**src/rtl/dma_svc_pkg.sv**
```systemverilog
package dma_svc_pkg;

    typedef enum logic [0:0] {
        ST_SCAN = 1'b0,
        ST_BEAT = 1'b1
    } svc_state_e;

endpackage

```
**src/rtl/dma_svc_pick.sv**
```systemverilog
module dma_svc_pick #(
    parameter int N = 8,
    localparam int W = (N > 1) ? $clog2(N) : 1
) (
    input  logic [N-1:0] elig,
    output logic         found,
    output logic [W-1:0] idx
);

    // Walk from the top down so the lowest eligible index is the last written.
    always_comb begin
        found = 1'b0;
        idx   = '0;
        for (int i = N - 1; i >= 0; i--) begin
            if (elig[i]) begin
                found = 1'b1;
                idx   = W'(i);
            end
        end
    end

endmodule

```
**src/rtl/dma_svc_addr.sv**
```systemverilog
module dma_svc_addr #(
    parameter int CNTW  = 16,
    parameter int PAGEW = 8,
    parameter int SHW   = 1,
    parameter int PROGW = 18,
    localparam int ADDRW = PAGEW + CNTW
) (
    input  logic [CNTW-1:0]  base_addr,
    input  logic [CNTW-1:0]  base_cnt,
    input  logic [PAGEW-1:0] page,
    input  logic             dec,
    input  logic [SHW-1:0]   shift,
    input  logic [PROGW-1:0] prog,
    output logic [ADDRW-1:0] addr,
    output logic             last
);

    logic [ADDRW-1:0] start_w;
    logic [ADDRW-1:0] page_w;
    logic [ADDRW-1:0] prog_w;
    logic [PROGW-1:0] len_w;

    always_comb begin
        start_w = ADDRW'(base_addr) << shift;
        page_w  = {page, {CNTW{1'b0}}};
        prog_w  = ADDRW'(prog);
        len_w   = (PROGW'(base_cnt) + PROGW'(1)) << shift;
        if (dec) begin
            addr = page_w + start_w - prog_w - ADDRW'(1);
        end else begin
            addr = page_w + start_w + prog_w;
        end
        last = (prog + PROGW'(1)) >= len_w;
    end

endmodule

```
**src/rtl/dma_svc_chan_state.sv**
```systemverilog
module dma_svc_chan_state #(
    parameter int NCTRL  = 2,
    parameter int CH_PER = 4,
    parameter int PROGW  = 18,
    localparam int NCH   = NCTRL * CH_PER,
    localparam int CHW   = $clog2(NCH)
) (
    input  logic               clk,
    input  logic               rst_n,
    input  logic [NCH-1:0]     dreq_hold,
    input  logic [NCH-1:0]     dreq_release,
    input  logic               sw_we,
    input  logic [CHW-1:0]     sw_ch,
    input  logic               sw_set,
    input  logic [NCH-1:0]     chan_init,
    input  logic [NCTRL-1:0]   tc_clr,
    input  logic               beat_ok,
    input  logic [CHW-1:0]     beat_ch,
    input  logic               beat_last,
    output logic [NCH-1:0]     req,
    output logic [NCH-1:0]     tc,
    output logic [NCH*PROGW-1:0] prog
);

    for (genvar n = 0; n < NCH; n++) begin : g_ch
        logic             hit;
        logic             sw_hit;
        logic             set_r;
        logic             clr_r;
        logic [PROGW-1:0] prog_q;

        assign hit    = beat_ok && (beat_ch == CHW'(n));
        assign sw_hit = sw_we && (sw_ch == CHW'(n));
        assign set_r  = dreq_hold[n] || (sw_hit && sw_set);
        assign clr_r  = dreq_release[n] || (sw_hit && !sw_set) || (hit && beat_last);
        assign prog[n*PROGW +: PROGW] = prog_q;

        always_ff @(posedge clk) begin
            if (!rst_n) begin
                req[n] <= 1'b0;
                tc[n]  <= 1'b0;
                prog_q <= '0;
            end else begin
                if (set_r) begin
                    req[n] <= 1'b1;
                end else if (clr_r) begin
                    req[n] <= 1'b0;
                end

                if (hit && beat_last) begin
                    tc[n] <= 1'b1;
                end else if (tc_clr[n / CH_PER]) begin
                    tc[n] <= 1'b0;
                end

                if (chan_init[n]) begin
                    prog_q <= '0;
                end else if (hit) begin
                    prog_q <= beat_last ? '0 : prog_q + PROGW'(1);
                end
            end
        end
    end

endmodule

```
**src/rtl/dma_svc_engine.sv**
```systemverilog
module dma_svc_engine
    import dma_svc_pkg::*;
#(
    parameter int NCTRL  = 2,
    parameter int CH_PER = 4,
    parameter int CNTW   = 16,
    parameter int PAGEW  = 8,
    localparam int NCH   = NCTRL * CH_PER,
    localparam int CHW   = $clog2(NCH),
    localparam int CPW   = $clog2(CH_PER),
    localparam int CTW   = (NCTRL > 1) ? $clog2(NCTRL) : 1,
    localparam int PROGW = CNTW + NCTRL,
    localparam int ADDRW = PAGEW + CNTW
) (
    input  logic                  clk,
    input  logic                  rst_n,
    input  logic [NCH-1:0]        mask_i,
    input  logic [NCTRL-1:0]      ctrl_disable_i,
    input  logic [NCH-1:0]        mode_dec_i,
    input  logic [NCH*PAGEW-1:0]  page_i,
    input  logic [NCH*CNTW-1:0]   base_addr_i,
    input  logic [NCH*CNTW-1:0]   base_cnt_i,
    input  logic [NCH-1:0]        chan_init_i,
    input  logic [NCH-1:0]        dreq_hold_i,
    input  logic [NCH-1:0]        dreq_release_i,
    input  logic                  sw_req_we_i,
    input  logic [CHW-1:0]        sw_req_ch_i,
    input  logic                  sw_req_set_i,
    input  logic [NCTRL-1:0]      tc_clr_i,
    input  logic [NCH-1:0]        dev_rdy_i,
    input  logic                  mem_rdy_i,
    output logic                  mem_req_o,
    output logic [ADDRW-1:0]      mem_addr_o,
    output logic [CHW-1:0]        mem_chan_o,
    output logic [NCH-1:0]        req_o,
    output logic [NCH-1:0]        tc_o
);

    svc_state_e         state_q;
    logic [CHW-1:0]     cur_q;
    logic [NCH-1:0]     req_w;
    logic [NCH-1:0]     tc_w;
    logic [NCH*PROGW-1:0] prog_w;
    logic [NCH-1:0]     elig;
    logic               found;
    logic [CHW-1:0]     pick;
    logic               beat_ok;
    logic               beat_last;
    logic [CHW-1:0]     ctrl_of;
    logic [CTW-1:0]     shift;
    logic [ADDRW-1:0]   addr_w;

    // Eligibility per channel; the controller index is the upper channel bits.
    for (genvar n = 0; n < NCH; n++) begin : g_elig
        assign elig[n] = req_w[n] && !mask_i[n] && dev_rdy_i[n]
                         && !ctrl_disable_i[n / CH_PER];
    end

    dma_svc_pick #(.N(NCH)) u_pick (
        .elig  (elig),
        .found (found),
        .idx   (pick)
    );

    dma_svc_chan_state #(
        .NCTRL  (NCTRL),
        .CH_PER (CH_PER),
        .PROGW  (PROGW)
    ) u_state (
        .clk          (clk),
        .rst_n        (rst_n),
        .dreq_hold    (dreq_hold_i),
        .dreq_release (dreq_release_i),
        .sw_we        (sw_req_we_i),
        .sw_ch        (sw_req_ch_i),
        .sw_set       (sw_req_set_i),
        .chan_init    (chan_init_i),
        .tc_clr       (tc_clr_i),
        .beat_ok      (beat_ok),
        .beat_ch      (cur_q),
        .beat_last    (beat_last),
        .req          (req_w),
        .tc           (tc_w),
        .prog         (prog_w)
    );

    assign ctrl_of = cur_q >> CPW;
    assign shift   = ctrl_of[CTW-1:0];

    dma_svc_addr #(
        .CNTW  (CNTW),
        .PAGEW (PAGEW),
        .SHW   (CTW),
        .PROGW (PROGW)
    ) u_addr (
        .base_addr (base_addr_i[cur_q*CNTW +: CNTW]),
        .base_cnt  (base_cnt_i[cur_q*CNTW +: CNTW]),
        .page      (page_i[cur_q*PAGEW +: PAGEW]),
        .dec       (mode_dec_i[cur_q]),
        .shift     (shift),
        .prog      (prog_w[cur_q*PROGW +: PROGW]),
        .addr      (addr_w),
        .last      (beat_last)
    );

    // State register: pick / idle out of SCAN, accept / stall out of BEAT.
    always_ff @(posedge clk) begin
        if (!rst_n) begin
            state_q <= ST_SCAN;
            cur_q   <= '0;
        end else begin
            unique case (state_q)
                ST_SCAN: begin
                    if (found) begin
                        state_q <= ST_BEAT;
                        cur_q   <= pick;
                    end
                end
                ST_BEAT: begin
                    if (mem_rdy_i) begin
                        state_q <= ST_SCAN;
                    end
                end
                default: state_q <= ST_SCAN;
            endcase
        end
    end

    // Outputs.
    always_comb begin
        mem_req_o  = 1'b0;
        beat_ok    = 1'b0;
        unique case (state_q)
            ST_SCAN: mem_req_o = 1'b0;
            ST_BEAT: begin
                mem_req_o = 1'b1;
                beat_ok   = mem_rdy_i;
            end
            default: mem_req_o = 1'b0;
        endcase
        mem_addr_o = addr_w;
        mem_chan_o = cur_q;
        req_o      = req_w;
        tc_o       = tc_w;
    end

endmodule

```
**config.mk**
```make
export PLATFORM = sky130hd
export DESIGN_NAME = dma_svc_engine
export DESIGN_NICKNAME = d
export VERILOG_FILES = /design/src/rtl/dma_svc_pkg.sv /design/src/rtl/dma_svc_pick.sv /design/src/rtl/dma_svc_addr.sv /design/src/rtl/dma_svc_chan_state.sv /design/src/rtl/dma_svc_engine.sv
export SDC_FILE = /design/constraint.sdc
export NUM_CORES = 1
export LEC_CHECK = 0
export ABC_AREA = 1
export ABC_CLOCK_PERIOD_IN_PS = 5430
export BUFFER_PORTS_ARGS = -buffer_cell sky130_fd_sc_hd__buf_4
export CAP_MARGIN = 20
export CORE_UTILIZATION = 45
export DETAILED_ROUTE_END_ITERATION = 10
export PLACE_DENSITY_LB_ADDON = 0.08
export REMOVE_ABC_BUFFERS = 1
export SLEW_MARGIN = 20
export SYNTH_ARGS = -nofsm -noshare
export SYNTH_HDL_FRONTEND = slang
export SYNTH_SLANG_ARGS = --single-unit
export TNS_END_PERCENT = 5
```
**constraint.sdc**
```tcl
create_clock -name clk -period 5.43 [get_ports clk]
set_clock_uncertainty 0.15 [all_clocks]
set_input_delay 0.8145 -clock clk [delete_from_list [all_inputs] [get_ports clk]]
set_output_delay 0.8145 -clock clk [all_outputs]
set_load 0.02 [all_outputs]
```
==> results.tsv <==
stage	metric	value	unit
timing	Slew @ Worst Pin	0.691	ns
min_path	HP Class	register to register	
worst_setup_path	r2r startpoint	mem_chan_o[1]$_SDFFE_PN0P_	
worst_setup_path	Data arrival, critical path	4.22	ns
run	max_cap viols	0	
clock_tree	Reg clk slew, reported paths	0.07	ns
timing	Slew HR	54.0	%
final_layout	post-layout util	59.4	%
final_layout	layout net count	3283	
detailed_routing	DRT iter0 DRCs	1377	
clock_tree	CTS H-tree lvls	4	
worst_setup_path	CP Class	register to primary output	
final_layout	most frequent cells in the layout	nand2_1, buf_4, inv_1	
timing	Max Slew Vio Count	0	
worst_setup_path	Critical path origin	mem_chan_o[1]$_SDFFE_PN0P_	
yosys	Synth area leaders	dfxtp_1, nand2_1, inv_1	
yosys	most frequently used flop master after synthesis	dfxtp_1	
final_layout	share of layout cells above drive strength 1	20.0	%
yosys	sequential-to-total area share from yosys stat	22.1	%
worst_setup_path	CP Max Fanout	30	
grt	Overflow after GRT	0	
die	Ports	424	
clock_tree	CTS max path bufs	2	
grt	largest net degree at the start of global routing	97	
final_layout	Area Growth Syn to Fin	29.8	%
detailed_routing	wire per inst	17.6	um
worst_setup_path	reg-to-reg slack, setup	0.49	ns
pwr	worst vdd ir	0.192	mV
detailed_routing	WL final	57800	um
die	core area	32500	um^2
grt	GRT Resource Usage Total	33.0	%
yosys	syn_area_per_cell	6.07	um^2
placement	number of port buffers	423	
yosys	Post-synth EDFFs	0	
worst_setup_path	Setup crit start kind	register	
yosys	ys async rst share	0	%
yosys	Synth warnings	0	
final_layout	area occupied by multi-input gates	10100	um^2
yosys	share of the synthesized area in the top cell type	22.1	%
detailed_routing	Avg Vias per Cell	5.52	
clock_tree	CTS sink count	164	
yosys	largest area contributor in the netlist	dfxtp_1	
detailed_routing	via count of the routed design	18200	
yosys	Synth Cell Area	14800	um^2
die	initial core utilization	45.7	%
timing	Setup TNS	0	ns
grt	initial antenna violation count	1	
detailed_routing	Antenna Nets Post-Route	0	
die	Die Y	184	um
worst_setup_path	CP endpoint	mem_addr_o[12]	
clock_tree	CTS tree	done	
pwr	power per standard cell area	223	nW/um^2
grt	first-pass GRT wire length	88000	um
final_layout	Register Area	3290	um^2
final_layout	Fillers	3203	
worst_setup_path	reg2reg path depth	24	
die	Placement Rows	66	
timing	RSZ-0062 raised after global routing	true	
worst_setup_path	WP data required	4.47	ns
timing	Final Worst Setup Slack	0.246	ns
clock_tree	# hold bufs at CTS	0	
yosys	register bit total from synthesis	164	
placement	Place WS	0.322	ns
worst_setup_path	Critical R2R Capture	u_state.g_ch[2].prog_q[6]$_SDFFE_PP0P_	
detailed_routing	drt drc	0	
placement	dpl cell area	18600	um^2
clock_tree	Clock Latency Late Sink	0.43	ns
die	die width	184	um
final_layout	post-route cell area	19300	um^2
timing	final setup vio count	0	
final_layout	# diodes	0	
final_layout	non-filler cells, final	3290	
placement	Post-DP HPWL	46500	um
outcome	status	completed	
timing	f_max	193	MHz
clock_tree	clk root buf	clkbuf_16	
clock_tree	post-CTS setup buffers	0	
yosys	Gate Count Post-Synth	2443	
clock_tree	Num CTS Buffers	17	
yosys	post-synthesis cell type count	54	
timing	Final Cycle Share	95.5	%
die	Die ar.	33700	um^2
worst_setup_path	endpoint class of the critical path	primary output	
placement	placed insts	3258	
detailed_routing	drt pass-1 iters	6	
final_layout	commonest non-fill, non-tap cell in the layout	nand2_1	
pwr	Leakage	8.59	nW
timing	Fin. Hold Viols	0	
placement	Final Wtd Congestion	0.977	
grt	vias in the first global route	16900	
timing	min Tclk post-route	5.18	ns
## worst max-delay path, stage by stage, from the launching register on
cell,delay [ns]
dfxtp_1,0.43
buf_4,0.26
nor2_4,0.07
buf_8,0.19
a22oi_1,0.25
o221ai_1,0.26
o21ai_1,0.38
ha_1,0.37
nand2_1,0.18
nor2_1,0.10
o21ai_0,0.09
o211ai_1,0.18
nor2_2,0.24
o21ai_0,0.12
o21ai_0,0.20
xor2_1,0.24
buf_4,0.19
## metrics by stage
step / power [W] / hold slack (ns)
4_1_cts: 0.00429 / 0.321
6_report: 0.00431 / 0.318
3_5_place_dp: 0.00306 / 0.309
5_1_grt: 0.00452 / 0.335
2_1_floorplan: 0.00225 / 0.308
3_3_place_gp: 0.00306 / 0.307
## cell families (layout without fill, tap and decap cells)
logic type               Yosys count  count (layout)  synth area share [%]
AND/OR/NAND/NOR                 1317            1317                  38.8
AO/OA/AOI/OAI                    421             421                  17.8
buffers and inverters            384             789                  10.2
flip-flops                       164             164                  22.1
XOR/XNOR                          89              89                  5.25
adder cells (fa/ha/maj)           68              68                  5.84
## state kept, by name, summed over array words and instances, names as in the netlist
register and flops:
mem_chan_o 3, state_q 1, u_state.g_ch.prog_q 144, u_state.req 8, u_state.tc 8
## synthesized netlist by cell type (2+ instances only)
library cell / count
nand2_1: 650
inv_1: 279
nor2_1: 266
nand3_1: 183
dfxtp_1: 164
a21oi_1: 108
a22oi_1: 104
nor3_1: 72
o21ai_0: 72
xor2_1: 71
ha_1: 66
nand4_1: 66
clkbuf_1: 34
buf_2: 32
o21ai_1: 26
a31oi_1: 25
nor3b_1: 21
buf_1: 18
xnor2_1: 18
a211oi_1: 17
nor4_1: 13
o22ai_1: 13
inv_2: 11
nor2_2: 10
o221ai_1: 10
a31o_2: 8
buf_4: 8
nor3_2: 8
o21bai_1: 8
o31ai_1: 7
o211ai_1: 6
a21o_1: 5
nand3_2: 5
nor4_2: 5
nand3b_1: 4
a221oi_1: 3
and3_1: 3
or2_1: 3
or2_2: 3
fa_1: 2
nand2_2: 2
o2111ai_1: 2
## where the power goes
| part | total (W) | leakage [nW] | switching, W | internal, W |
|---|---|---|---|---|
| logic | 0.00185 | 6.97 | 0.00116 | 0.000694 |
| registers | 0.00122 | 1.32 | 0.00000832 | 0.00121 |
| clock network | 0.00124 | 0.291 | 0.000534 | 0.000704 |
## per-layer routing
| layer | GRT usage [%] | vias up | wire (um) |
|---|---|---|---|
| met3 | 4.58 | 139 | 4030 |
| met4 | 15.1 | 2 | 2400 |
| met5 | 0 | - | 13 |
| met2 | 57.4 | 751 | 27500 |
| li1 | - | 8954 | - |
| met1 | 40.1 | 8321 | 23800 |
## how the worst min path moves through the flow
stage                                                 startpoint  cells past startpoint                                      to  slack [ns]
after CTS                             u_state.tc[3]$_SDFFE_PN0P_                      2              u_state.tc[3]$_SDFFE_PN0P_        0.32
after global placement                u_state.tc[1]$_SDFFE_PN0P_                      2              u_state.tc[1]$_SDFFE_PN0P_        0.31
final                                 u_state.tc[3]$_SDFFE_PN0P_                      2              u_state.tc[3]$_SDFFE_PN0P_        0.32
after detailed placement              u_state.tc[3]$_SDFFE_PN0P_                      2              u_state.tc[3]$_SDFFE_PN0P_        0.31
after global routing                  u_state.tc[2]$_SDFFE_PN0P_                      2              u_state.tc[2]$_SDFFE_PN0P_        0.33
after floorplan           u_state.g_ch[3].prog_q[0]$_SDFFE_PP0P_                      2  u_state.g_ch[3].prog_q[0]$_SDFFE_PP0P_        0.31
## final cells by class
class / instances / share of cell area (%)
timing repair buffer: 466 / 18.8
inverter: 291 / 5.67
sequential: 164 / 17.1
tap: 442 / 2.87
clock inverter: 14 / 0.857
clock buffer: 18 / 2.28
multi-input combinational: 1895 / 52.5
## repair_timing
item,in CTS,in global routing
setup endpoints to repair,3,43
pin swaps,0,0
gates cloned,0,0
resized for setup,3,18
(Power assumes the default switching activity.)
